--- src/rtl/csio_pkg.sv ---
package csio_pkg;
  localparam int unsigned PRESCALE = 4;

  localparam logic [1:0] A_DATA = 2'd0;
  localparam logic [1:0] A_STAT = 2'd1;
  localparam logic [1:0] A_CTRL = 2'd2;
  localparam logic [1:0] A_DIV  = 2'd3;

  typedef struct packed {
    logic irq_on_tsc;
    logic div4;
    logic ext_clk;
    logic enable;
  } ctrl_t;
endpackage

--- src/rtl/csio_brg.sv ---
module csio_brg #(
  parameter int unsigned DIV_W = 8,
  parameter int unsigned PRE   = csio_pkg::PRESCALE
) (
  input  logic             clk_i,
  input  logic             rst_ni,
  input  logic             run_i,
  input  logic             div4_i,
  input  logic [DIV_W-1:0] div_i,
  output logic             pulse_o
);
  localparam int unsigned PW = (PRE > 1) ? $clog2(PRE) : 1;

  logic [PW-1:0]    pre_q;
  logic [DIV_W-1:0] cnt_q;
  logic             pre_wrap, tick;

  assign pre_wrap = (pre_q == PW'(PRE - 1));
  assign tick     = ~div4_i | pre_wrap;
  assign pulse_o  = run_i & tick & (cnt_q == '0);

  // held reloaded while idle so the first edge lands a full half period after start
  always_ff @(posedge clk_i or negedge rst_ni) begin
    if (!rst_ni) begin
      pre_q <= '0;
      cnt_q <= '0;
    end else if (!run_i) begin
      pre_q <= '0;
      cnt_q <= div_i;
    end else begin
      pre_q <= pre_wrap ? '0 : pre_q + 1'b1;
      if (tick) cnt_q <= (cnt_q == '0) ? div_i : cnt_q - 1'b1;
    end
  end
endmodule

--- src/rtl/csio_sclk.sv ---
module csio_sclk #(
  parameter int unsigned DIV_W = 8,
  parameter int unsigned SYNC  = 2
) (
  input  logic             clk_i,
  input  logic             rst_ni,
  input  logic             run_i,
  input  logic             ext_i,
  input  logic             div4_i,
  input  logic [DIV_W-1:0] div_i,
  input  logic             sclk_i,
  output logic             fall_o,
  output logic             rise_o,
  output logic             sclk_o
);
  logic          pulse, int_q;
  logic [SYNC:0] sync_q;
  logic          ext_fall, ext_rise;

  csio_brg #(.DIV_W(DIV_W)) u_brg (
    .clk_i  (clk_i),
    .rst_ni (rst_ni),
    .run_i  (run_i),
    .div4_i (div4_i),
    .div_i  (div_i),
    .pulse_o(pulse)
  );

  always_ff @(posedge clk_i or negedge rst_ni) begin
    if (!rst_ni)     int_q <= 1'b1;
    else if (!run_i) int_q <= 1'b1;
    else if (pulse)  int_q <= ~int_q;
  end

  always_ff @(posedge clk_i or negedge rst_ni) begin
    if (!rst_ni) sync_q <= '1;
    else         sync_q <= {sync_q[SYNC-1:0], sclk_i};
  end

  assign ext_fall = sync_q[SYNC] & ~sync_q[SYNC-1];
  assign ext_rise = ~sync_q[SYNC] & sync_q[SYNC-1];

  assign fall_o = ext_i ? ext_fall : (pulse & int_q);
  assign rise_o = ext_i ? ext_rise : (pulse & ~int_q);
  assign sclk_o = int_q;
endmodule

--- src/rtl/csio_engine.sv ---
module csio_engine #(
  parameter int unsigned W = 8
) (
  input  logic         clk_i,
  input  logic         rst_ni,
  input  logic         en_i,
  input  logic         fall_i,
  input  logic         rise_i,
  input  logic         buf_valid_i,
  input  logic [W-1:0] buf_data_i,
  input  logic         rxd_i,
  output logic         load_o,
  output logic         done_o,
  output logic [W-1:0] rx_byte_o,
  output logic         active_o,
  output logic         started_o,
  output logic         txd_o
);
  localparam int unsigned CW = (W > 1) ? $clog2(W) : 1;

  logic [W-1:0]  tx_sr_q, rx_sr_q;
  logic [CW-1:0] cnt_q;
  logic          active_q, started_q, txd_q, shift_rx;

  assign shift_rx  = active_q & started_q & rise_i;
  assign done_o    = shift_rx & (cnt_q == CW'(W - 1));
  // reload on the completing edge keeps the clock running
  assign load_o    = en_i & buf_valid_i & (~active_q | done_o);
  assign rx_byte_o = {rxd_i, rx_sr_q[W-1:1]};

  always_ff @(posedge clk_i or negedge rst_ni) begin
    if (!rst_ni) begin
      tx_sr_q   <= '0;
      rx_sr_q   <= '0;
      cnt_q     <= '0;
      active_q  <= 1'b0;
      started_q <= 1'b0;
      txd_q     <= 1'b1;
    end else begin
      if (active_q && fall_i) begin
        txd_q     <= tx_sr_q[0];
        tx_sr_q   <= tx_sr_q >> 1;
        started_q <= 1'b1;
      end
      if (shift_rx) begin
        rx_sr_q <= rx_byte_o;
        cnt_q   <= cnt_q + 1'b1;
      end
      if (done_o) active_q <= 1'b0;
      if (load_o) begin
        tx_sr_q  <= buf_data_i;
        active_q <= 1'b1;
        cnt_q    <= '0;
        if (!active_q) started_q <= 1'b0;
      end
    end
  end

  assign active_o  = active_q;
  assign started_o = started_q;
  assign txd_o     = txd_q;
endmodule

--- src/rtl/csio_unit.sv ---
module csio_unit #(
  parameter int unsigned DATA_W = 8
) (
  input  logic              clk_i,
  input  logic              rst_ni,
  input  logic [1:0]        addr_i,
  input  logic              wr_i,
  input  logic              rd_i,
  input  logic [DATA_W-1:0] wdata_i,
  output logic [DATA_W-1:0] rdata_o,
  input  logic              sclk_i,
  output logic              sclk_o,
  output logic              sclk_oe_o,
  output logic              txd_o,
  input  logic              rxd_i,
  output logic              ready_o,
  output logic              tx_irq_o,
  output logic              rx_irq_o
);
  import csio_pkg::*;

  localparam int unsigned DIV_W = DATA_W;
  localparam int unsigned PAD_W = DATA_W - 4;

  ctrl_t             ctrl_q;
  logic [DIV_W-1:0]  div_q;
  logic [DATA_W-1:0] txbuf_q, rxbuf_q;
  logic              tbe_q, rbf_q, oe_q, tx_irq_q, rx_irq_q;
  logic              wr_data, wr_stat, wr_ctrl, wr_div, rd_data;
  logic              fall, rise, load, done, active, started, tsc_w, run_int;
  logic [DATA_W-1:0] rx_byte;
  logic              unused_wdata_hi;

  assign wr_data = wr_i & (addr_i == A_DATA);
  assign wr_stat = wr_i & (addr_i == A_STAT);
  assign wr_ctrl = wr_i & (addr_i == A_CTRL);
  assign wr_div  = wr_i & (addr_i == A_DIV);
  assign rd_data = rd_i & (addr_i == A_DATA);
  assign unused_wdata_hi = ^wdata_i[DATA_W-1:4];

  assign run_int = active & ~ctrl_q.ext_clk;
  assign tsc_w   = ~active;

  csio_sclk #(.DIV_W(DIV_W)) u_sclk (
    .clk_i  (clk_i),
    .rst_ni (rst_ni),
    .run_i  (run_int),
    .ext_i  (ctrl_q.ext_clk),
    .div4_i (ctrl_q.div4),
    .div_i  (div_q),
    .sclk_i (sclk_i),
    .fall_o (fall),
    .rise_o (rise),
    .sclk_o (sclk_o)
  );

  csio_engine #(.W(DATA_W)) u_engine (
    .clk_i       (clk_i),
    .rst_ni      (rst_ni),
    .en_i        (ctrl_q.enable),
    .fall_i      (fall),
    .rise_i      (rise),
    .buf_valid_i (~tbe_q),
    .buf_data_i  (txbuf_q),
    .rxd_i       (rxd_i),
    .load_o      (load),
    .done_o      (done),
    .rx_byte_o   (rx_byte),
    .active_o    (active),
    .started_o   (started),
    .txd_o       (txd_o)
  );

  always_ff @(posedge clk_i or negedge rst_ni) begin
    if (!rst_ni) begin
      ctrl_q <= '0;
      div_q  <= '0;
    end else begin
      if (wr_ctrl) ctrl_q <= ctrl_t'(wdata_i[3:0]);
      if (wr_div)  div_q  <= wdata_i;
    end
  end

  // a write in the same cycle as a load keeps the buffer full
  always_ff @(posedge clk_i or negedge rst_ni) begin
    if (!rst_ni) begin
      txbuf_q <= '0;
      tbe_q   <= 1'b1;
    end else begin
      if (wr_data) txbuf_q <= wdata_i;
      if (wr_data)   tbe_q <= 1'b0;
      else if (load) tbe_q <= 1'b1;
    end
  end

  // completion wins over a same-cycle read or clear
  always_ff @(posedge clk_i or negedge rst_ni) begin
    if (!rst_ni) begin
      rxbuf_q <= '0;
      rbf_q   <= 1'b0;
      oe_q    <= 1'b0;
    end else begin
      if (done) rxbuf_q <= rx_byte;
      if (done)         rbf_q <= 1'b1;
      else if (rd_data) rbf_q <= 1'b0;
      if (done && rbf_q) oe_q <= 1'b1;
      else if (wr_stat)  oe_q <= 1'b0;
    end
  end

  always_ff @(posedge clk_i or negedge rst_ni) begin
    if (!rst_ni) begin
      tx_irq_q <= 1'b0;
      rx_irq_q <= 1'b0;
    end else begin
      tx_irq_q <= ctrl_q.irq_on_tsc ? (done & ~load) : (load & ~wr_data);
      rx_irq_q <= done & ~rbf_q;
    end
  end

  always_comb begin
    unique case (addr_i)
      A_DATA:  rdata_o = rxbuf_q;
      A_STAT:  rdata_o = {{PAD_W{1'b0}}, oe_q, rbf_q, tsc_w, tbe_q};
      A_CTRL:  rdata_o = {{PAD_W{1'b0}}, ctrl_q};
      default: rdata_o = div_q;
    endcase
  end

  assign sclk_oe_o = ctrl_q.enable & ~ctrl_q.ext_clk;
  assign ready_o   = ctrl_q.ext_clk & active & ~started;
  assign tx_irq_o  = tx_irq_q;
  assign rx_irq_o  = rx_irq_q;
endmodule

--- config.mk ---
export PLATFORM = sky130hd
export DESIGN_NAME = csio_unit
export DESIGN_NICKNAME = d
export VERILOG_FILES = /design/src/rtl/csio_pkg.sv /design/src/rtl/csio_brg.sv /design/src/rtl/csio_sclk.sv /design/src/rtl/csio_engine.sv /design/src/rtl/csio_unit.sv
export SDC_FILE = /design/constraint.sdc
export NUM_CORES = 1
export LEC_CHECK = 0
export BUFFER_PORTS_ARGS = -buffer_cell sky130_fd_sc_hd__buf_2
export CORE_MARGIN = 2
export CORE_UTILIZATION = 53
export DETAILED_ROUTE_END_ITERATION = 8
export PLACE_DENSITY = 0.82
export SLEW_MARGIN = 20
export SYNTH_ARGS = -nofsm -noshare
export SYNTH_HDL_FRONTEND = slang
export SYNTH_SLANG_ARGS = --single-unit
export TNS_END_PERCENT = 30
--- constraint.sdc ---
create_clock -name clk_i -period 2.96 [get_ports clk_i]
set_clock_uncertainty 0.1 [all_clocks]
set_input_delay 0.148 -clock clk_i [delete_from_list [all_inputs] [get_ports clk_i]]
set_output_delay 0.148 -clock clk_i [all_outputs]
set_load 0.01 [all_outputs]
==> results.ini, run 1 <==
[finish]
final_core_util_pct=65.2
most-common-layout-cells=62 x dfrtp_1, 37 x mux2_2, 33 x nand2_1, 29 x buf_2
syn_to_final_growth_pct=17.9
diodes=0
fin_cells=408
finalNetCount=349
fillCellCount=457
final_common_cell=dfrtp_1
layout-drive-gt1-share_pct=34.2

[detailed_routing]
wl_per_cell_um=17.5
routed_wl_mm=7.16
vias=2404
viasPerCell=5.89
first_pass_iters=5
drc=0
antenna_left=0
first_iter_violations=175

[global_routing]
grt_util_all_layers_pct=22.2
grt_pass1_wl_mm=12.1
grt_pass1_vias=2367
antenna_found_initial=0
grt_overflow=0
grt_max_degree=35

[critical_path]
cp_max_fo=10
arrival_ns=2.88
path_class=register to register
startpoint=u_sclk.u_brg.cnt_q[0]
crit_required_ns=3.08
critPathLaunchType=register
rr_startpoint=u_sclk.u_brg.cnt_q[0]
worstSetupEndpointType=register

[pwr]
ir_worst_vdd_mv=0.474
p_per_area_nw_per_um2=778
total_power_uw=3020
p_leak_uw=0.00175

[clocking]
insertion_delay_ns=0.34
cts_tree=built
cts.sinks=68
path_clk_slew_ns=0.08
clockRootBuffer=clkbuf_8
htree_num_levels=3
cts_buffer_depth=2
numCtsBuffers=9

[die]
core.rowCount=28
coreArea_um2=5960
die_h_um=82.8
die_area_um2=6860
start_util_pct=55.3
io_pins=30
die_w_um=82.8

[timing]
finalSetupTns_ns=0
rsz0062_at_grt=no
finalCritPeriodShare_pct=93.1
fmax_ghz=0.363
hold_viol=0
setup_viol=0
relSlewSlack_pct=51.9
worst_pin_slew_ns=0.721
min_period_ns=2.76
fin_ws_ns=0.205
slew_viol_final=0

[yosys]
yosys_most_used_dff=dfrtp_1
synthesis.area_um2=3290
ys_ff_latch=68
avgSynthCellArea_um2=11.7
synthArstFlopShare_pct=100
synth-edff-count=0
ys_warn_count=0
ys_seq_area_share_pct=51.9
syn-num-nets=302
ys_types=46
synthCells=281

[placed_design]
placed_cells=381
place_congestion=0.863
port_buffers=29
hpwl_mm=4.98
place_ws_ns=0.224

[min_path]
holdCritPathClass=primary input to register
min_from=wdata_i[3]

[flow_run]
maxCapViolations=0

[outcome]
status=completed

## where the power goes
part / switching [uW] / internal [uW]
Clock: 357 / 561
Sequential: 212 / 1180
Combinational: 357 / 354
Total: 926 / 2090
## logic make-up after synthesis
kind of cell	share of synthesized area, %
mux	19.0
fa+ha+maj	1.90
buf+inv	2.47
compound gates	10.3
flops	51.9
simple gates	14.4
## critical path, cell delays in order, from the launching register on
cell and delay [ns]:
dfrtp_1 0.43, inv_1 0.11, ha_1 0.15, or4b_4 0.50, nor4_4 0.37, a31oi_4 0.13, nand2b_1 0.43, mux2_4 0.41
## routing by layer
| layer | wire length (um) | part of all wire [%] | global-route usage [%] | up-vias |
|---|---|---|---|---|
| met5 | 0 | 0 | 0 | - |
| li1 | - | - | - | 1110 |
| met4 | 203 | 2.8 | 11.5 | 0 |
| met1 | 3190 | 45 | 30.5 | 1191 |
| met3 | 345 | 4.8 | 4.47 | 18 |
| met2 | 3420 | 48 | 33.7 | 85 |
## cell usage after synthesis, drive strengths merged (4+ instances only)
cell type,number,area share (%)
o21ai,13,2.1
nor2,11,1.3
nor3,7,1.1
a22o,5,1.3
a31oi,4,1.2
buf,4,0.87
mux4,4,2.7
nand4,5,0.95
mux2,45,16
dfstp,6,4.8
nor3b,4,0.91
a21oi,11,1.7
clkbuf,8,0.91
and2,6,1.2
nor2b,4,0.76
o211ai,7,1.6
inv,6,0.68
dfrtp,62,47
nand2,33,3.8
ha,5,1.9
nand3,9,1.4
## per-stage QoR
stage | instance area [um2] | hold WS, ns
6_report | 3880 | 0.0344
5_1_grt | 3880 | 0.0378
4_1_cts | 3880 | 0.00791
3_5_place_dp | 3530 | 0.142
3_3_place_gp | 3530 | 0.139
2_1_floorplan | 3290 | -0.248
## registers in the layout (all words and copies together) (netlist names), 2 cells and up
signal and cells:
ctrl_q 4, u_engine.tx_sr_q 8, u_engine.rx_sr_q 7, u_sclk.sync_q 3, div_q 8, u_sclk.u_brg.pre_q 2
u_sclk.u_brg.cnt_q 8, rxbuf_q 8, u_engine.cnt_q 3, txbuf_q 8
## what timing repair did
item                                   CTS  global route
gates resized for setup                  0             0
buffers inserted                         0             0
endpoints found under the hold margin   47             0
hold buffers                            11             0
setup endpoints to repair                0             0
## area by class of cell
cell class                 instances  area [um2]  share of cell area, %
inverter                           6        22.5                  0.580
clock buffer                      10         128                   3.29
multi-input combinational        195        1500                   38.7
tap                               75        93.8                   2.42
timing repair buffer              48         315                   8.12
sequential                        68        1710                   44.0
clock inverter                     6         113                   2.90
## path summary, 6_finish.rpt
check                      slack [ns]                  end  cells past startpoint
max                              0.20           rxbuf_q[2]                      7
min                              0.03             div_q[3]                      2
max reg2reg                      0.20           rxbuf_q[2]                      7
min reg2reg                      0.26     u_sclk.sync_q[1]                      0
max in group asynchronous        1.71             rx_irq_o                      3
min in group asynchronous        0.29  u_engine.rx_sr_q[4]                      2
Power figures use the tool's default switching activity.
==> run 2: changes to the inputs <==
--- a/config.mk
+++ b/config.mk
@@ -10,6 +10,7 @@
 export CORE_UTILIZATION = 53
 export DETAILED_ROUTE_END_ITERATION = 8
 export PLACE_DENSITY = 0.82
+export RECOVER_POWER = 50
 export SLEW_MARGIN = 20
 export SYNTH_ARGS = -nofsm -noshare
 export SYNTH_HDL_FRONTEND = slang
==> run 2 against run 1 <==
  * Largest cell class unchanged
  * Flip-flop and latch count did not move
  * Total power shrank 0.16%
  * Final area down 0.58%
  * Worst setup slack got worse by 0.013 ns
  * Critical path type unchanged
  * Die area unchanged
  * Clock power is essentially flat
  * The run now ends with max-capacitance violations, max-slew violations left
  * Largest power group unchanged
  * Highest routed layer unchanged
  * Sequential share of layout area increased by 0.26 points
==> results.ini, run 2 (synthesis results as in run 1) <==
[finish]
syn_to_final_growth_pct=17.2
fillCellCount=464
diodes=0
layout-drive-gt1-share_pct=30.0
final_common_cell=dfrtp_1
most-common-layout-cells=62 x dfrtp_1, 37 x mux2_2, 33 x nand2_1, 18 x buf_2, 13 x clkbuf_1
finalNetCount=349

[critical_path]
arrival_ns=2.89
cp_cell_sequence=inv_1 -> ha_1 -> or4b_4 -> nor4_4 -> a31oi_4 -> nand2b_1 -> mux2_4
worstSetupEndpointType=register
crit_required_ns=3.08
cp_max_fo=10
crit_family=simple AND/OR/NAND/NOR gates
path_class=register to register
critPathBufInv=1
critPathMaxStageDelay_ns=0.50
critPathLaunchType=register
cp_slowest_cell=or4b_4

[pwr]
total_power_uw=3020
p_leak_uw=0.00170
ir_worst_vdd_mv=0.472
p_per_area_nw_per_um2=781

[clocking]
post-cts-setup-buffer-count=0
postCtsHoldBufs=11
clockRootBuffer=clkbuf_8
cts_tree=built
cts_resized=0
numCtsBuffers=9
cts.sinks=68
htree_num_levels=3
cts_buffer_depth=2
insertion_delay_ns=0.34
path_clk_slew_ns=0.08

[global_routing]
antenna_found_initial=0
grt_pass1_vias=2367
grt_max_degree=35
grt_util_all_layers_pct=22.2
grt_overflow=0
grt_pass1_wl_mm=12.1

[flow_run]
maxCapViolations=1

[detailed_routing]
first_pass_iters=4
first_iter_violations=199
routed_wl_mm=7.17
antenna_left=0
drc=0
viasPerCell=5.88
wl_per_cell_um=17.6
vias=2400

[die]
coreArea_um2=5960
die_area_um2=6860
die_h_um=82.8
die_w_um=82.8
start_util_pct=55.3
core.rowCount=28
io_pins=30

[timing]
setup_viol=0
fmax_ghz=0.361
finalCritPeriodShare_pct=93.5
hold_viol=0
min_period_ns=2.77
worst_pin_slew_ns=1.72
finalSetupTns_ns=0
rsz0062_at_grt=no
slew_viol_final=35
relSlewSlack_pct=-14.5

[placed_design]
hpwl_mm=4.98
port_buffers=29
place_congestion=0.863

[outcome]
status=finished with violations
failed_checks=max-capacitance violations, max-slew violations

[min_path]
holdCritPathClass=primary input to register

## run 2: layout make-up
| cell class | instances | area, um2 | area share [%] |
|---|---|---|---|
| Inverter | 6 | 22.5 | 0.583 |
| Sequential cell | 68 | 1710 | 44.3 |
| Multi-Input combinational cell | 195 | 1500 | 38.9 |
| Timing Repair Buffer | 48 | 293 | 7.58 |
| Clock buffer | 10 | 128 | 3.30 |
| Clock inverter | 6 | 113 | 2.92 |
| Tap cell | 75 | 93.8 | 2.43 |
## run 2: stage by stage
| step | instances | setup slack (ns) | instance area [um2] | utilization (%) | hold slack, ns |
|---|---|---|---|---|---|
| floorplan | 281 | 0.528 | 3290 | - | -0.248 |
| global placement | 381 | 0.313 | 3530 | 59.3 | 0.139 |
| detailed placement | 381 | 0.224 | 3530 | 59.3 | 0.142 |
| CTS | 408 | 0.199 | 3880 | 65.2 | 0.00791 |
| global route | 408 | 0.0259 | 3860 | 64.9 | 0.0378 |
| finish | 408 | 0.192 | 3860 | 64.9 | 0.0335 |
## run 2: where the power goes
group | switching (uW) | total, uW | internal, uW
clock network | 356 | 918 | 561
registers | 212 | 1390 | 1180
logic | 360 | 708 | 348
## run 2: metal layers
metal	part of all wire (%)	GRT usage (%)	up-vias	wire length, um
li1	-	-	1113	-
met1	44	30.5	1196	3190
met2	48	33.7	73	3440
met3	4.8	4.47	18	343
met4	2.8	11.5	0	202
met5	0	0	-	0
## run 2: final timing paths
path	startpoint	to	slack (ns)	depth (start not counted)
max	u_sclk.u_brg.cnt_q[0]	rxbuf_q[2]	0.19	7
max reg2reg	u_sclk.u_brg.cnt_q[0]	rxbuf_q[2]	0.19	7
min	wdata_i[3]	div_q[3]	0.03	2
max in group asynchronous	rst_ni	rx_irq_o	0.74	3
min reg2reg	u_sclk.sync_q[0]	u_sclk.sync_q[1]	0.26	0
min in group asynchronous	rst_ni	u_engine.rx_sr_q[4]	0.69	2
